`src/rtl/crit_pkg.sv`:
```
package crit_pkg;
    typedef enum logic [1:0] {
        ST_IDLE   = 2'd0,
        ST_SCAN   = 2'd1,
        ST_REPORT = 2'd2
    } scan_state_t;
endpackage

```
`src/rtl/crit_counter.sv`:
```
// One saturating, weighted miss score for a single core.
module crit_counter #(
    parameter int CW   = 14,
    parameter int W_L1 = 1,
    parameter int W_L2 = 8
) (
    input  logic          clk,
    input  logic          rst_n,
    input  logic          clear,
    input  logic          ev_l1i,
    input  logic          ev_l1d,
    input  logic          ev_l2,
    output logic [CW-1:0] value
);
    localparam logic [31:0] CAP = 32'((64'd1 << CW) - 64'd1);

    logic [31:0] step;
    logic [31:0] total;
    logic [CW-1:0] nxt;

    always_comb begin
        step  = (ev_l1i ? 32'(W_L1) : 32'd0)
              + (ev_l1d ? 32'(W_L1) : 32'd0)
              + (ev_l2  ? 32'(W_L2) : 32'd0);
        total = 32'(value) + step;
        nxt   = (total > CAP) ? CAP[CW-1:0] : total[CW-1:0];
    end

    always_ff @(posedge clk or negedge rst_n) begin
        if (!rst_n)     value <= '0;
        else if (clear) value <= '0;
        else            value <= nxt;
    end
endmodule

```
`src/rtl/crit_interval.sv`:
```
// Down-counting refresh timer; tick is high in the cycle it reads zero.
module crit_interval #(
    parameter int BW = 16
) (
    input  logic          clk,
    input  logic          rst_n,
    input  logic [BW-1:0] bound,
    output logic          tick
);
    logic [BW-1:0] remain;

    assign tick = (remain == '0);

    always_ff @(posedge clk or negedge rst_n) begin
        if (!rst_n)    remain <= '0;
        else if (tick) remain <= bound;
        else           remain <= remain - 1'b1;
    end
endmodule

```
`src/rtl/crit_scan.sv`:
```
// Serial max-scan over all scores, one core per clock.
module crit_scan
    import crit_pkg::*;
#(
    parameter int NCORE = 8,
    parameter int CW    = 14,
    parameter int IDW   = 3
) (
    input  logic                clk,
    input  logic                rst_n,
    input  logic [NCORE*CW-1:0] scores,
    input  logic                steal_req,
    input  logic [IDW-1:0]      steal_id,
    output logic                steal_ready,
    output logic                victim_valid,
    output logic [IDW-1:0]      victim_id,
    output logic [IDW-1:0]      req_q
);
    localparam logic [IDW-1:0] LAST = IDW'(NCORE - 1);

    scan_state_t   state, state_nxt;
    logic [IDW-1:0] idx;
    logic [CW-1:0]  best_val;
    logic [IDW-1:0] best_id;
    logic           have_best;
    logic [CW-1:0]  cur;
    logic           take;

    // Score of the core under examination.
    always_comb begin
        cur = '0;
        for (int i = 0; i < NCORE; i++) begin
            if (idx == IDW'(i)) cur = scores[i*CW +: CW];
        end
    end

    assign take = (idx != req_q) && (!have_best || (cur > best_val));

    // State register.
    always_ff @(posedge clk or negedge rst_n) begin
        if (!rst_n) state <= ST_IDLE;
        else        state <= state_nxt;
    end

    // Next-state logic.
    always_comb begin
        state_nxt = state;
        unique case (state)
            ST_IDLE:   if (steal_req) state_nxt = ST_SCAN;
            ST_SCAN:   if (idx == LAST) state_nxt = ST_REPORT;
            ST_REPORT: state_nxt = ST_IDLE;
            default:   state_nxt = ST_IDLE;
        endcase
    end

    // Scan datapath.
    always_ff @(posedge clk or negedge rst_n) begin
        if (!rst_n) begin
            idx       <= '0;
            best_val  <= '0;
            best_id   <= '0;
            have_best <= 1'b0;
            req_q     <= '0;
        end else begin
            unique case (state)
                ST_IDLE: begin
                    if (steal_req) begin
                        req_q     <= steal_id;
                        idx       <= '0;
                        best_val  <= '0;
                        best_id   <= '0;
                        have_best <= 1'b0;
                    end
                end
                ST_SCAN: begin
                    idx <= idx + 1'b1;
                    if (take) begin
                        best_val  <= cur;
                        best_id   <= idx;
                        have_best <= 1'b1;
                    end
                end
                ST_REPORT: ;
                default: ;
            endcase
        end
    end

    // Outputs.
    always_comb begin
        steal_ready  = (state == ST_IDLE);
        victim_valid = (state == ST_REPORT);
        victim_id    = best_id;
    end
endmodule

```
`src/rtl/crit_predictor.sv`:
```
// Top: per-core miss scores, refresh timer and steal-victim scan.
module crit_predictor #(
    parameter int NCORE = 8,
    parameter int CW    = 14,
    parameter int W_L1  = 1,
    parameter int W_L2  = 8,
    parameter int BW    = 16,
    parameter int IDW   = (NCORE > 1) ? $clog2(NCORE) : 1
) (
    input  logic                clk,
    input  logic                rst_n,
    input  logic [NCORE-1:0]    miss_l1i,
    input  logic [NCORE-1:0]    miss_l1d,
    input  logic [NCORE-1:0]    miss_l2,
    input  logic [BW-1:0]       interval_bound,
    input  logic                steal_req,
    input  logic [IDW-1:0]      steal_id,
    output logic                steal_ready,
    output logic                victim_valid,
    output logic [IDW-1:0]      victim_id,
    output logic [NCORE*CW-1:0] score_bus
);
    logic           refresh_tick;
    logic [IDW-1:0] scan_req;

    crit_interval #(.BW(BW)) u_timer (
        .clk   (clk),
        .rst_n (rst_n),
        .bound (interval_bound),
        .tick  (refresh_tick)
    );

    for (genvar g = 0; g < NCORE; g++) begin : g_core
        crit_counter #(.CW(CW), .W_L1(W_L1), .W_L2(W_L2)) u_cnt (
            .clk    (clk),
            .rst_n  (rst_n),
            .clear  (refresh_tick),
            .ev_l1i (miss_l1i[g]),
            .ev_l1d (miss_l1d[g]),
            .ev_l2  (miss_l2[g]),
            .value  (score_bus[g*CW +: CW])
        );
    end

    crit_scan #(.NCORE(NCORE), .CW(CW), .IDW(IDW)) u_scan (
        .clk          (clk),
        .rst_n        (rst_n),
        .scores       (score_bus),
        .steal_req    (steal_req),
        .steal_id     (steal_id),
        .steal_ready  (steal_ready),
        .victim_valid (victim_valid),
        .victim_id    (victim_id),
        .req_q        (scan_req)
    );
endmodule

```
`config.mk`:
```
export PLATFORM = sky130hd
export DESIGN_NAME = crit_predictor
export DESIGN_NICKNAME = d
export VERILOG_FILES = /design/src/rtl/crit_pkg.sv /design/src/rtl/crit_counter.sv /design/src/rtl/crit_interval.sv /design/src/rtl/crit_scan.sv /design/src/rtl/crit_predictor.sv
export SDC_FILE = /design/constraint.sdc
export NUM_CORES = 1
export LEC_CHECK = 0
export BUFFER_PORTS_ARGS = -buffer_cell sky130_fd_sc_hd__buf_2
export CELL_PAD_IN_SITES_DETAIL_PLACEMENT = 1
export CELL_PAD_IN_SITES_GLOBAL_PLACEMENT = 1
export CORE_UTILIZATION = 40
export CTS_BUF_LIST = sky130_fd_sc_hd__clkbuf_2
export CTS_CLUSTER_SIZE = 25
export DETAILED_ROUTE_END_ITERATION = 10
export GPL_TIMING_DRIVEN = 0
export PLACE_DENSITY = 0.8
export SYNTH_ARGS = -nofsm -noshare
export SYNTH_HDL_FRONTEND = slang
export SYNTH_SLANG_ARGS = --single-unit
```
`constraint.sdc`:
```
create_clock -name clk -period 12 [get_ports clk]
set_input_delay 2.4 -clock clk [delete_from_list [all_inputs] [get_ports clk]]
set_output_delay 2.4 -clock clk [all_outputs]
set_load 0.01 [all_outputs]
```
* Word level (Yosys, flattened, before mapping)
Index checks and enable logic that the tools add are counted.
** Operators by class
- $mul :: 0
- Shift operators :: 0
- $add $sub $neg :: 26
- Equality and inequality tests :: 13
- $lt $le $gt $ge :: 9
- Reductions and logical operators :: 11
- Bitwise gates (word level) :: 0
- Divide/modulo/power cells :: 0
- Multiplexer cells :: 62
** Operators by type and width (count)
- adder 32 bit :: 16
- 2-to-1 mux 14 bit :: 26
- adder 14 x 32 -> 32 bit :: 8
- greater-than comparator 32 x 14 -> 1 bit, second input constant :: 8
- 2-to-1 mux 4 bit :: 8
- one-hot mux 14 bit (2 select lines) :: 1
- 2-to-1 mux 1 bit :: 18
- zero test 16 bit :: 1
- 2-to-1 mux 16 bit :: 1
- subtractor 16 x 1 -> 16 bit, second input constant :: 1
- greater-than comparator 14 bit :: 1
- == test 3 bit, second input constant :: 4
- one-hot mux 3 bit (2 select lines) :: 2
- == test 3 x 2 -> 1 bit, second input constant :: 2
- 2-to-1 mux 3 bit :: 2
- AND reduction 2 bit :: 3
- 2-to-1 mux 2 bit :: 2
- != test 2 x 1 -> 1 bit, second input constant :: 2
- one-hot mux 2 bit (2 select lines) :: 1
- adder 3 x 1 -> 3 bit, second input constant :: 1
- == test 3 x 1 -> 1 bit, second input constant :: 1
- zero test 3 bit :: 1
- != test 3 bit :: 1
- AND reduction 3 bit :: 1
- other kinds (9) :: 9
** Storage, ports and cells
- Bits in registers :: 154
- Bits in latches :: 0
- Bits in writable memories :: 0
- Memories kept :: 0
- Memory bits (read-only) :: 0

* Depth between registers and ports, before layout
Gate-level depths: netlist of run 1.
- Word-level depth :: 14
- Depth in mapped cells :: 17
- Depth with buffers taken out :: 12

* Hierarchy
Synthesis of run 1 repeated with hierarchy kept, for this count alone.
** Unflattened totals
- Cell total of the unflattened synthesis :: 1030
- Area, all modules :: 10207.3 um^2
** Modules (own cells, without submodules)
- crit_counter at g_core[1].u_cnt ... :: cells each 73, instances 5, area an instance 798.3 um^2, sequential area each 350.3 um^2
- crit_scan :: cells each 339, instances 1, area an instance 2874.0 um^2, sequential area each 650.6 um^2
- crit_counter at g_core[0].u_cnt ... :: cells each 76, instances 2, area an instance 819.5 um^2, sequential area each 350.3 um^2
- crit_interval :: cells each 101, instances 1, area an instance 910.9 um^2, sequential area each 400.4 um^2
- crit_counter at g_core[6].u_cnt :: cells each 73, instances 1, area an instance 792.0 um^2, sequential area each 350.3 um^2

* Worst setup path after synthesis of run 1
No wires, ideal clock.
- Path kind :: reg2reg
- Start point :: reg u_scan.idx[2]
- End point :: reg u_scan.best_val[10]
- Cell stages (with the launch flop) :: 18
- Path slack :: 7.703 ns
- Arrival time :: 4.171 ns
- Path buffers :: 5
- Clock period less this slack :: 4.297 ns
- Cell sequence :: dfrtp_1 -> buf_2 -> clkbuf_1 -> inv_1 -> ha_1 -> clkbuf_1 -> nor2_1 -> clkbuf_1 -> o211ai_1 -> a311oi_1 -> o21ai_0 -> ha_1 -> nand4_2 -> or4_4 -> a21o_1 -> a41oi_4 -> buf_12 -> mux2_4
** Between the ends
- Word-level cells in the longest chain between the ends :: 14
- Elaborated cells on any way between the ends :: 24
- Those cells by class :: order compare: 1; eq/ne: 9; mux: 10; reduce/logical: 4
** RTL lines
- start: declaration :: line crit_scan.sv:22 : logic [IDW-1:0] idx;
- start signal: assignment :: line crit_scan.sv:76 : idx <= idx + 1'b1;
- zero test 3 bit :: line crit_scan.sv:33 : if (idx == IDW'(i)) cur = scores[i*CW +: CW];
- 2-to-1 mux 14 bit (8 in a row) :: line crit_scan.sv:33
- greater-than comparator 14 bit :: line crit_scan.sv:37 : assign take = (idx != req_q) && (!have_best || (cur > best_val));
- logical OR 1 bit :: line crit_scan.sv:37
- logical AND 1 bit :: line crit_scan.sv:37
- != test 2 x 1 -> 1 bit (no source line)
- AND reduction 3 bit (no source line)
- end signal: assignment :: line crit_scan.sv:78 : best_val <= cur;
- end: declaration :: line crit_scan.sv:23 : logic [CW-1:0] best_val;
Parallel ways exist; a longest one is shown, timed or not. The select of a mux whose other input is x is not followed.
A chain may end at the register's enable or synchronous reset.

* Worst setup path after layout of run 1
- Start point :: reg u_scan.idx[2]
- End point :: reg u_scan.best_val[12]
The elaborated chain is that of the path after synthesis.

==> flow_metrics.tcl, run 1 <==
set metrics [dict create \
    antenna_found_initial 1 \
    postCtsSetupBuffers 0 \
    drc 0 \
    vias_per_cell 5.67 \
    io_pins 163 \
    final_layout_size_suffix_gt1_frac 0.189 \
    cp_common_cell "clkbuf_1" \
    slowest_stage "or4_4" \
    hold_class "reg -> reg" \
    crit_fanout 10 \
    power_frac_comb 0.569 \
    num_rows 56 \
    yosys_warnings 0 \
    cp-end-kind "flip-flop" \
    finClkSkew_ps 44.6 \
    final_hold_viol_count 0 \
    rrSetupSlack_ps 6230 \
    yosys_most_used_dff "dfrtp_1" \
    slowest_delay_ps 580 \
    syn_area_um2 9580 \
    first_pass_iters 4 \
    synth_cells 1080 \
    vdd_drop_max_mv 0.112 \
    async_reset_ff_frac 1.00 \
    crit_arrival_ps 6450 \
    yosys.cell_types.count 58 \
    status "finished, final reports clean" \
    setup-violations-final 0 \
    cts_max_path_buffers 2 \
    p_clk_frac 0.096 \
    grt_start_max_net_pins 87 \
    detail_route.wl_per_cell_um 19.7 \
    first_global_vias 8942 \
    hpwl_um 24400 \
    grt.total_usage 0.264 \
    worstPathCellList "buf_2 -> clkbuf_1 -> inv_1 -> ha_1 -> clkbuf_1 -> nor2_1 -> clkbuf_1 -> o211ai_1 -> a311oi_1 -> o21ai_0 -> ha_1 -> nand4_2 -> or4_4 -> a21o_1 -> a41oi_4 -> buf_12 -> mux2_4" \
    die_x_um 157 \
    drt_iter0_drc 622 \
    holdWs_ps 519 \
    cts-htree-levels 4 \
    cts_sinks 154 \
    avgSynthCellArea_um2 8.87 \
    dr_total_vias 9038 \
    syn_nets 1171 \
    tightest_slew_ps 721 \
    initial_core_util 0.408 \
    clk_pin_slew_ps 230 \
    cts_tree "built" \
    start_kind "flip-flop" \
    fin_tns_setup_ps 0 \
    power_frac_seq 0.335 \
    worstPathRequired_ps 12680 \
    max-slew-margin-rel 0.519 \
    finalNetCount 1352 \
    rsz0062_at_grt "false" \
    synth-edff-count 0 \
    internal-power_mw 1.53 \
    yosysTopAreaCell "dfrtp_1" \
    grt_pass1_wl_um 49600 \
    slew_violations 0 \
    clk_latency_ps 780 \
    cts_resized 0 \
    power.density_nw_per_um2 272 \
    wirelength_um 31400 \
    areaGrowthSynthToFinish_pct 15.2 \
    maxCapViolCount 0 \
    synth.top_cell.area_share 0.402 \
    path_class "reg -> reg" \
    placeableCoreArea_um2 23500 \
    seq_area_frac_synth 0.402 \
    cts_root_buffer "clkbuf_2" \
    grt_overflow_total 0 \
    p_leak_nw 4.85 \
    finalCritPeriodShare 0.481 \
    ant_nets 0 \
    io_buffers 161 \
    ys_seq_elements 154 \
    die_area_um2 24600 \
    max_freq_mhz 173 \
    synthTopCellsByArea "dfrtp_1 40%, a21oi_1 5.3%, nor2_1 4.9%, ha_1 4.8%, xnor2_1 4.6%" \
    die_y_um 157 \
    swShare 0.491 \
    power_switching_mw 1.47 \
    numCtsBuffers 17 \
    min_period_ps 5770 \
    ctsHoldBuffers 0 \
    gp_congestion 0.905 \
]
final cells by class:
| type | instances | area (um^2) |
|---|---|---|
| well taps | 319 | 399 |
| plain buffers | 53 | 228 |
| repair buffers | 162 | 843 |
| multi-input cells | 827 | 5320 |
| fillers | 2872 | 12400 |
| clock inverters | 13 | 118 |
| flip-flops and latches | 154 | 3850 |
| clock buffers | 19 | 95.1 |
| inverters | 46 | 173 |
| diodes | 1 | 2.50 |
metal layers:
layer | vias up | track usage | share of wire
met4 | 0 | 0.0812 | 0.021
met2 | 264 | 0.447 | 0.49
li1 | 4183 | - | -
met3 | 44 | 0.0404 | 0.055
met1 | 4547 | 0.346 | 0.44
met5 | - | 0 | 0
Yosys cell counts, types with 6 or more instances:
master and instances:
dfrtp_1 154, nor2_1 125, nand2_1 111, a21oi_1 101, xnor2_1 50, inv_1 46
o21ai_0 45, clkbuf_1 40, ha_1 37, nand3_1 31, nor2b_1 30, xor2_1 25
nor3_1 24, and3_1 23, mux2i_1 19, nand4_1 17, nand3b_1 15, a311oi_1 14
nor3b_1 14, o211ai_1 13, o32ai_1 13, mux2_2 11, a31oi_1 10, buf_2 10
nor4_1 9, a31o_2 8, fa_1 8, nand2b_1 7, a41oi_1 6, or2_2 6
or3_1 6
logic make-up after synthesis:
group	after synthesis	synth area share
flops	154	0.402
compound gates	231	0.151
simple gates	441	0.230
mux	35	0.0406
fa+ha+maj	45	0.0651
xor+xnor	75	0.0686
buf+inv	99	0.0418
worst max-delay path: cells and delay by family, from the launching register on:
| kind | cells | cell delay [ps] |
|---|---|---|
| buffers and inverters | 6 | 1610 |
| and+or+nand+nor | 3 | 1060 |
| DFF | 1 | 400 |
| AOI/OAI and AO/OA | 5 | 1670 |
| adders and majority gates | 2 | 640 |
| muxes | 1 | 300 |
metrics by stage:
step                setup slack, ps  utilization  power [mW]  std cells  instance area, um^2
global placement               6030        0.459        2.63       1560                10800
detailed placement             6360        0.461        2.71       1561                10800
CTS                            6350        0.470        3.00       1593                11000
finish                         6230        0.470        3.00       1594                11000
global route                   5890        0.470        3.24       1594                11000
floorplan                      7700            -        2.09       1080                 9580
cells in the final DEF, fill, tap and decap left out, types with 8 or more instances in the layout:
master / netlist / routed
xnor2_1: 50 / 50
inv_1: 46 / 46
clkbuf_1: 40 / 40
nor3b_1: 14 / 14
nor2b_1: 30 / 30
and3_1: 23 / 23
mux2_2: 11 / 11
nand3_1: 31 / 31
xor2_1: 25 / 25
dfrtp_1: 154 / 154
o211ai_1: 13 / 13
clkbuf_2: 0 / 19
o21ai_0: 45 / 45
nor2_1: 125 / 125
fa_1: 8 / 8
nand4_1: 17 / 17
mux2i_1: 19 / 19
nand2_1: 111 / 111
nand3b_1: 15 / 15
nor3_1: 24 / 24
a31o_2: 8 / 8
a31oi_1: 10 / 10
a21oi_1: 101 / 101
a311oi_1: 14 / 14
nor4_1: 9 / 9
o32ai_1: 13 / 13
buf_2: 10 / 170
ha_1: 37 / 37
power by group through the flow:
stage | Sequential [mW] | Combinational, mW | Clock (mW)
4_1_cts | 1.00 | 1.70 | 0.295
3_5_place_dp | 1.01 | 1.70 | 0
6_report | 1.01 | 1.71 | 0.288
2_1_floorplan | 0.975 | 1.12 | 0
3_3_place_gp | 1.01 | 1.62 | 0
5_1_grt | 1.03 | 1.89 | 0.313
sequential cells by signal, summed over array words and instances (netlist names):
name	flops
g_core.u_cnt.value	112
u_scan.victim_id	3
u_scan.best_val	14
u_scan.req_q	3
u_scan.state	2
u_timer.remain	16
u_scan.have_best	1
u_scan.idx	3
worst paths after layout:
path,startpoint,depth (start not counted),to
setup / recovery,u_scan.idx[2]$_DFFE_PN0P_,17,u_scan.best_val[12]$_DFFE_PN0P_
hold / removal,u_scan.state[1]$_DFFE_PN0P_,1,u_scan.state[0]$_DFFE_PN0P_
setup reg to reg,u_scan.idx[2]$_DFFE_PN0P_,17,u_scan.best_val[12]$_DFFE_PN0P_
hold reg to reg,u_scan.state[1]$_DFFE_PN0P_,1,u_scan.state[0]$_DFFE_PN0P_
max in group asynchronous,rst_n,2,g_core[4].u_cnt.value[10]$_DFF_PN0_
min in group asynchronous,rst_n,1,u_scan.best_val[13]$_DFFE_PN0P_
No activity file was read; power rests on OpenSTA's default activity.
==> run 2, diff against run 1 <==
--- a/config.mk
+++ b/config.mk
@@ -5,15 +5,16 @@
 export SDC_FILE = /design/constraint.sdc
 export NUM_CORES = 1
 export LEC_CHECK = 0
+export ABC_AREA = 1
 export BUFFER_PORTS_ARGS = -buffer_cell sky130_fd_sc_hd__buf_2
 export CELL_PAD_IN_SITES_DETAIL_PLACEMENT = 1
 export CELL_PAD_IN_SITES_GLOBAL_PLACEMENT = 1
-export CORE_UTILIZATION = 40
+export CORE_UTILIZATION = 39
 export CTS_BUF_LIST = sky130_fd_sc_hd__clkbuf_2
 export CTS_CLUSTER_SIZE = 25
 export DETAILED_ROUTE_END_ITERATION = 10
 export GPL_TIMING_DRIVEN = 0
-export PLACE_DENSITY = 0.8
+export PLACE_DENSITY = 0.84
 export SYNTH_ARGS = -nofsm -noshare
 export SYNTH_HDL_FRONTEND = slang
 export SYNTH_SLANG_ARGS = --single-unit
==> constraint.sdc (replaced) <==
create_clock -name clk -period 5.1 [get_ports clk]
set_input_delay 1.02 -clock clk [delete_from_list [all_inputs] [get_ports clk]]
set_output_delay 1.02 -clock clk [all_outputs]
set_load 0.01 [all_outputs]
==> flow_metrics.tcl, run 2 <==
set metrics [dict create \
    gp_congestion 0.865 \
    top_register "g_core.u_cnt.value" \
    detail_route.wl_per_cell_um 17.0 \
    async_reset_ff_frac 1.00 \
    grt.total_usage 0.255 \
    cts_tree "built" \
    synth-simple-area-share 0.285 \
    top_regs "g_core.u_cnt.value x112, u_timer.remain x16, u_scan.best_val x14" \
    crit_arrival_ps 4360 \
    antenna_found_initial 1 \
    die_area_um2 27100 \
    finalNetCount 1692 \
    synthMuxAreaShare 0.00109 \
    seq_area_frac_synth 0.374 \
    areaGrowthSynthToFinish_pct 14.6 \
    die_x_um 165 \
    layout_common_cells "379 x nand2_1, 219 x inv_1, 174 x buf_2" \
    max-slew-margin-rel 0.521 \
    maxCapViolCount 0 \
    postCtsSetupBuffers 0 \
    avgSynthCellArea_um2 7.26 \
    cts-htree-levels 4 \
    clk_pin_slew_ps 280 \
    syn_nets 1510 \
    grt_start_max_net_pins 85 \
    hold_class "in -> async" \
    power.density_nw_per_um2 644 \
    drc 0 \
    yosys_most_used_dff "dfrtp_1" \
    dr_total_vias 10000 \
    cts_root_buffer "clkbuf_2" \
    io_buffers 162 \
    synth_top_family_by_area "simple AND/OR/NAND/NOR gates" \
    clk_latency_ps 810 \
    synth-edff-count 0 \
    cts_sinks 154 \
    placeableCoreArea_um2 26000 \
    final_hold_viol_count 0 \
    io_pins 163 \
    syn_area_um2 10300 \
    fillers 3428 \
    initial_core_util 0.396 \
    yosys_warnings 0 \
    slew_violations 0 \
    path_class "reg -> reg" \
    synth-xor-area-share 0.0663 \
    rsz0062_at_grt "false" \
    multi_input_area_um2 5340 \
    final_layout_size_suffix_gt1_frac 0.169 \
    drt_iter0_drc 491 \
    ctsHoldBuffers 0 \
    yosysMostFrequentCell "nand2_1" \
    yosysTopAreaCell "dfrtp_1" \
    grt_pass1_wl_um 53500 \
    ys_seq_elements 154 \
    grt_overflow_total 0 \
    synth_cells 1419 \
    die_y_um 165 \
    worstPathRequired_ps 5820 \
    synth.top_cell.area_share 0.374 \
    fin_tns_setup_ps 0 \
    final_common_cell "nand2_1" \
    hpwl_um 26100 \
    start_kind "flip-flop" \
    synth-compound-area-share 0.105 \
    synthAdderAreaFrac 0.0605 \
    vias_per_cell 5.13 \
    ant_nets 0 \
    largest_reg_flops 112 \
    status "finished, final reports clean" \
    post-route-util 0.454 \
    num_rows 59 \
    finClkSkew_ps 50.5 \
    setup-violations-final 0 \
    p_leak_nw 6.31 \
    regArea_um2 3850 \
    yosys-top-cells-count "379 x nand2_1, 219 x inv_1, 154 x dfrtp_1, 125 x nand3_1, 105 x a21oi_1" \
    wirelength_um 33100 \
    max_freq_mhz 275 \
    numCtsBuffers 17 \
    first_global_vias 10400 \
    yosys.cell_types.count 44 \
    tightest_slew_ps 718 \
    cts_resized 0 \
    vdd_drop_max_mv 0.256 \
    first_pass_iters 5 \
    cts_max_path_buffers 2 \
    synthTopCellsByArea "dfrtp_1 37%, nand2_1 14%, inv_1 8.0%, nand3_1 6.1%, a21oi_1 5.1%" \
    finalCritPeriodShare 0.713 \
    min_period_ps 3640 \
    cp-end-kind "flip-flop" \
    crit_fanout 10 \
]
[run 2: cell count changes in the layout (fill, tap and decap cells not counted), moves of 16 or more]
cell / previous run / this run
and3_1: 23 / 0
clkbuf_1: 40 / 7
inv_1: 46 / 219
mux2i_1: 19 / 0
nand2_1: 111 / 379
nand3_1: 31 / 125
nor2_1: 125 / 93
nor2_2: 0 / 16
nor2b_1: 30 / 0
xnor2_1: 50 / 26
xor2_1: 25 / 52
[run 2: routing by layer]
layer | track usage | vias up | part of all wire
met5 | 0 | - | 0
met4 | 0.0771 | 0 | 0.020
met3 | 0.0422 | 42 | 0.042
met2 | 0.426 | 214 | 0.48
met1 | 0.337 | 4900 | 0.46
li1 | - | 4846 | -
[run 2: report_power, final]
group | switching [mW] | leakage (nW) | internal [mW] | total (mW)
combinational | 2.82 | 4.32 | 1.69 | 4.51
sequential | 0.644 | 1.86 | 1.72 | 2.36
clock | 0.501 | 0.131 | 0.228 | 0.729
[run 2: final timing paths]
kind / start / endpoint / slack, ps / cells past startpoint
max: u_scan.idx[0]$_DFFE_PN0P_ / u_scan.best_val[13]$_DFFE_PN0P_ / 1460 / 19
min: rst_n / g_core[7].u_cnt.value[13]$_DFF_PN0_ / 110 / 1
max reg2reg: u_scan.idx[0]$_DFFE_PN0P_ / u_scan.best_val[13]$_DFFE_PN0P_ / 1460 / 19
min reg2reg: u_timer.remain[0]$_DFF_PN0_ / u_timer.remain[0]$_DFF_PN0_ / 520 / 1
max in group asynchronous: rst_n / g_core[1].u_cnt.value[8]$_DFF_PN0_ / 4140 / 2
min in group clk: interval_bound[15] / u_timer.remain[15]$_DFF_PN0_ / 390 / 3
[run 2: cell families after synthesis]
| kind of cell | count (synthesis) |
|---|---|
| AOI/OAI and AO/OA | 198 |
| xor gates and xnor gates | 78 |
| adders and majority gates | 45 |
| buffers and inverters | 261 |
| DFF | 154 |
| muxes | 1 |
| and+or+nand+nor | 682 |
[run 2: per-stage QoR]
| stage | power (mW) | hold WS, ps | cells | setup slack [ps] | instance area, um^2 |
|---|---|---|---|---|---|
| final | 7.60 | 114 | 1949 | 1460 | 11800 |
| after global routing | 8.33 | 140 | 1949 | 1110 | 11800 |
| after CTS | 7.64 | 158 | 1948 | 1440 | 11800 |
| after detailed placement | 6.87 | 492 | 1917 | 1520 | 11600 |
| after global placement | 6.63 | 488 | 1916 | 527 | 11500 |
| after floorplan | 5.28 | 460 | 1419 | 2300 | 10300 |
[run 2: layout make-up]
type / instances / share of cell area
sequential: 154 / 0.327
tap: 335 / 0.0355
antenna: 1 / 0.000212
buffer: 36 / 0.0214
timing repair buffer: 163 / 0.0719
inverter: 225 / 0.0720
clock buffer: 18 / 0.00763
multi-input combinational: 1004 / 0.453
clock inverter: 13 / 0.0121
[run 2: worst max-delay path, stage by stage, from the launching register on]
cell and delay [ps]:
dfrtp_1 500, ha_1 250, ha_1 270, inv_1 200
clkbuf_1 390, o21ai_0 220, inv_1 110, a21boi_0 90
ha_1 310, nand2_1 80, nor2_1 190, inv_1 80
nor2_2 120, nand2_1 60, nand2_1 70, nand2_2 80
a21oi_4 230, buf_6 180, nand3_1 80, nand2_1 70
==> run 3, diff against run 2 <==
--- a/config.mk
+++ b/config.mk
@@ -5,16 +5,16 @@
 export SDC_FILE = /design/constraint.sdc
 export NUM_CORES = 1
 export LEC_CHECK = 0
-export ABC_AREA = 1
+export ABC_AREA = 0
 export BUFFER_PORTS_ARGS = -buffer_cell sky130_fd_sc_hd__buf_2
 export CELL_PAD_IN_SITES_DETAIL_PLACEMENT = 1
 export CELL_PAD_IN_SITES_GLOBAL_PLACEMENT = 1
-export CORE_UTILIZATION = 39
+export CORE_UTILIZATION = 40
 export CTS_BUF_LIST = sky130_fd_sc_hd__clkbuf_2
 export CTS_CLUSTER_SIZE = 25
 export DETAILED_ROUTE_END_ITERATION = 10
 export GPL_TIMING_DRIVEN = 0
-export PLACE_DENSITY = 0.84
+export PLACE_DENSITY = 0.83
 export SYNTH_ARGS = -nofsm -noshare
 export SYNTH_HDL_FRONTEND = slang
 export SYNTH_SLANG_ARGS = --single-unit
==> constraint.sdc (replaced) <==
create_clock -name clk -period 3.1 [get_ports clk]
set_input_delay 0.62 -clock clk [delete_from_list [all_inputs] [get_ports clk]]
set_output_delay 0.62 -clock clk [all_outputs]
set_load 0.01 [all_outputs]
==> flow_metrics.tcl, run 3 (synthesized netlist as in run 1, its figures left out) <==
set metrics [dict create \
    grt.total_usage 0.283 \
    slew_violations 0 \
    cts_max_path_buffers 2 \
    die_area_um2 24600 \
    swShare 0.465 \
    finalNetCount 1390 \
    final_common_cell "buf_2" \
    die_y_um 157 \
    finalCritPeriodShare 1.31 \
    grt_pass1_wl_um 53200 \
    io_buffers 161 \
    path_class "reg -> reg" \
    max-slew-margin-rel 0.451 \
    crit_arrival_ps 4770 \
    first_global_vias 9706 \
    power_frac_comb 0.613 \
    power.density_nw_per_um2 1130 \
    holdWs_ps 82.8 \
    largest_reg_flops 112 \
    final_layout_size_suffix_gt1_frac 0.255 \
    max_freq_mhz 247 \
    final.setup.worst_slack_ps -951 \
    areaGrowthSynthToFinish_pct 25.2 \
    status "complete, but fails checks" \
    hpwl_um 24800 \
    vdd_drop_max_mv 0.851 \
    min_period_ps 4050 \
    p_leak_nw 5.26 \
    violations "setup timing" \
    tightest_slew_ps 823 \
    drt_iter0_drc 609 \
    top_register "g_core.u_cnt.value" \
    finClkSkew_ps 42.7 \
    numCtsBuffers 17 \
    gp_congestion 0.952 \
    power_switching_mw 6.30 \
    final_hold_viol_count 0 \
    final_cells 1633 \
    grt_overflow_total 0 \
    cts_sinks 154 \
    first_pass_iters 5 \
    initial_core_util 0.408 \
    drc 0 \
    fin_tns_setup_ps -16140 \
    start_kind "flip-flop" \
    crit_fanout 8 \
    antenna_found_initial 1 \
    cts-htree-levels 4 \
    top_regs "g_core.u_cnt.value x112, u_timer.remain x16, u_scan.best_val x14" \
    cp-end-kind "flip-flop" \
    ant_nets 0 \
    die_x_um 157 \
    rsz0062_at_grt "true" \
    placeableCoreArea_um2 23500 \
    internal-power_mw 7.26 \
    cts_root_buffer "clkbuf_2" \
    worstPathRequired_ps 3820 \
    vias_per_cell 5.69 \
    multi_input_area_um2 5680 \
    grt_start_max_net_pins 111 \
    clk_pin_slew_ps 240 \
    num_rows 56 \
    fillers 2828 \
    io_pins 163 \
    layout_common_cells "171 x buf_2, 152 x dfrtp_1, 124 x nor2_1" \
    clk_latency_ps 810 \
    maxCapViolCount 0 \
    detail_route.wl_per_cell_um 20.7 \
    setup-violations-final 18 \
    hold_class "in -> reg" \
    p_clk_frac 0.097 \
    regArea_um2 3860 \
    pre_cts_ws_ps -1500 \
    dr_total_vias 9287 \
    cts_tree "built" \
    power_frac_seq 0.290 \
    wirelength_um 33800 \
    place_inst 1561 \
    power_mw 13.6 \
]
run 3: through the flow:
| stage | utilization | area [um^2] |
|---|---|---|
| CTS | 0.508 | 11900 |
| detailed placement | 0.466 | 10900 |
| floorplan | - | 9690 |
| global placement | 0.464 | 10900 |
| global route | 0.511 | 12000 |
| finish | 0.511 | 12000 |
run 3: final cells by class:
cell class	instances	share of cell area
clock inverter	15	0.0156
multi-input combinational	827	0.474
inverter	46	0.0146
buffer	52	0.0291
antenna	2	0.000417
timing repair buffer	201	0.104
clock buffer	17	0.00710
tap	319	0.0333
sequential	154	0.322
run 3: power by group through the flow:
stage	Clock, mW	Combinational, mW	Sequential [mW]
after floorplan	0	4.47	3.78
after global placement	0	6.40	3.91
after detailed placement	0	6.74	3.94
after CTS	1.34	8.00	3.91
after global routing	1.43	8.98	4.03
final	1.31	8.31	3.94
run 3: worst max-delay path, stage by stage (launching register included):
cell and delay (ps):
dfrtp_2 510, ha_4 190, ha_4 190, clkbuf_16 160, clkbuf_16 160, nor3b_4 190, o32ai_2 110, a311oi_2 420
o21ai_2 110, ha_1 320, nand2_1 50, or4_4 520, buf_6 140, o31ai_4 200, a41oi_4 70, buf_12 180
buf_12 130, mux2_4 290
run 3: final timing paths:
kind,slack [ps],startpoint,cells after the start,endpoint
hold reg to reg,530,u_scan.state[1]$_DFFE_PN0P_,1,u_scan.state[0]$_DFFE_PN0P_
setup reg to reg,-950,u_scan.idx[1]$_DFFE_PN0P_,17,u_scan.best_val[9]$_DFFE_PN0P_
max in group asynchronous,1930,rst_n,3,g_core[4].u_cnt.value[13]$_DFF_PN0_
hold / removal,80,interval_bound[14],3,u_timer.remain[14]$_DFF_PN0_
setup / recovery,-950,u_scan.idx[1]$_DFFE_PN0P_,17,u_scan.best_val[9]$_DFFE_PN0P_
min in group asynchronous,260,rst_n,2,u_scan.best_val[7]$_DFFE_PN0P_
run 3: timing repair:
action	4_1_cts	5_1_grt
setup buffers	18	1
hold endpoints to repair	60	0
gates cloned	3	0
hold buffers	17	0
pin swaps	32	7
endpoints found under the setup margin	18	19
resized for setup	71	18
run 3: metal layers:
| metal | up-vias | wire length, um | GRT usage |
|---|---|---|---|
| met1 | 4684 | 14000 | 0.347 |
| li1 | 4258 | - | - |
| met2 | 291 | 17100 | 0.498 |
| met5 | - | 0 | 0 |
| met4 | 0 | 830 | 0.0985 |
| met3 | 54 | 1860 | 0.0471 |
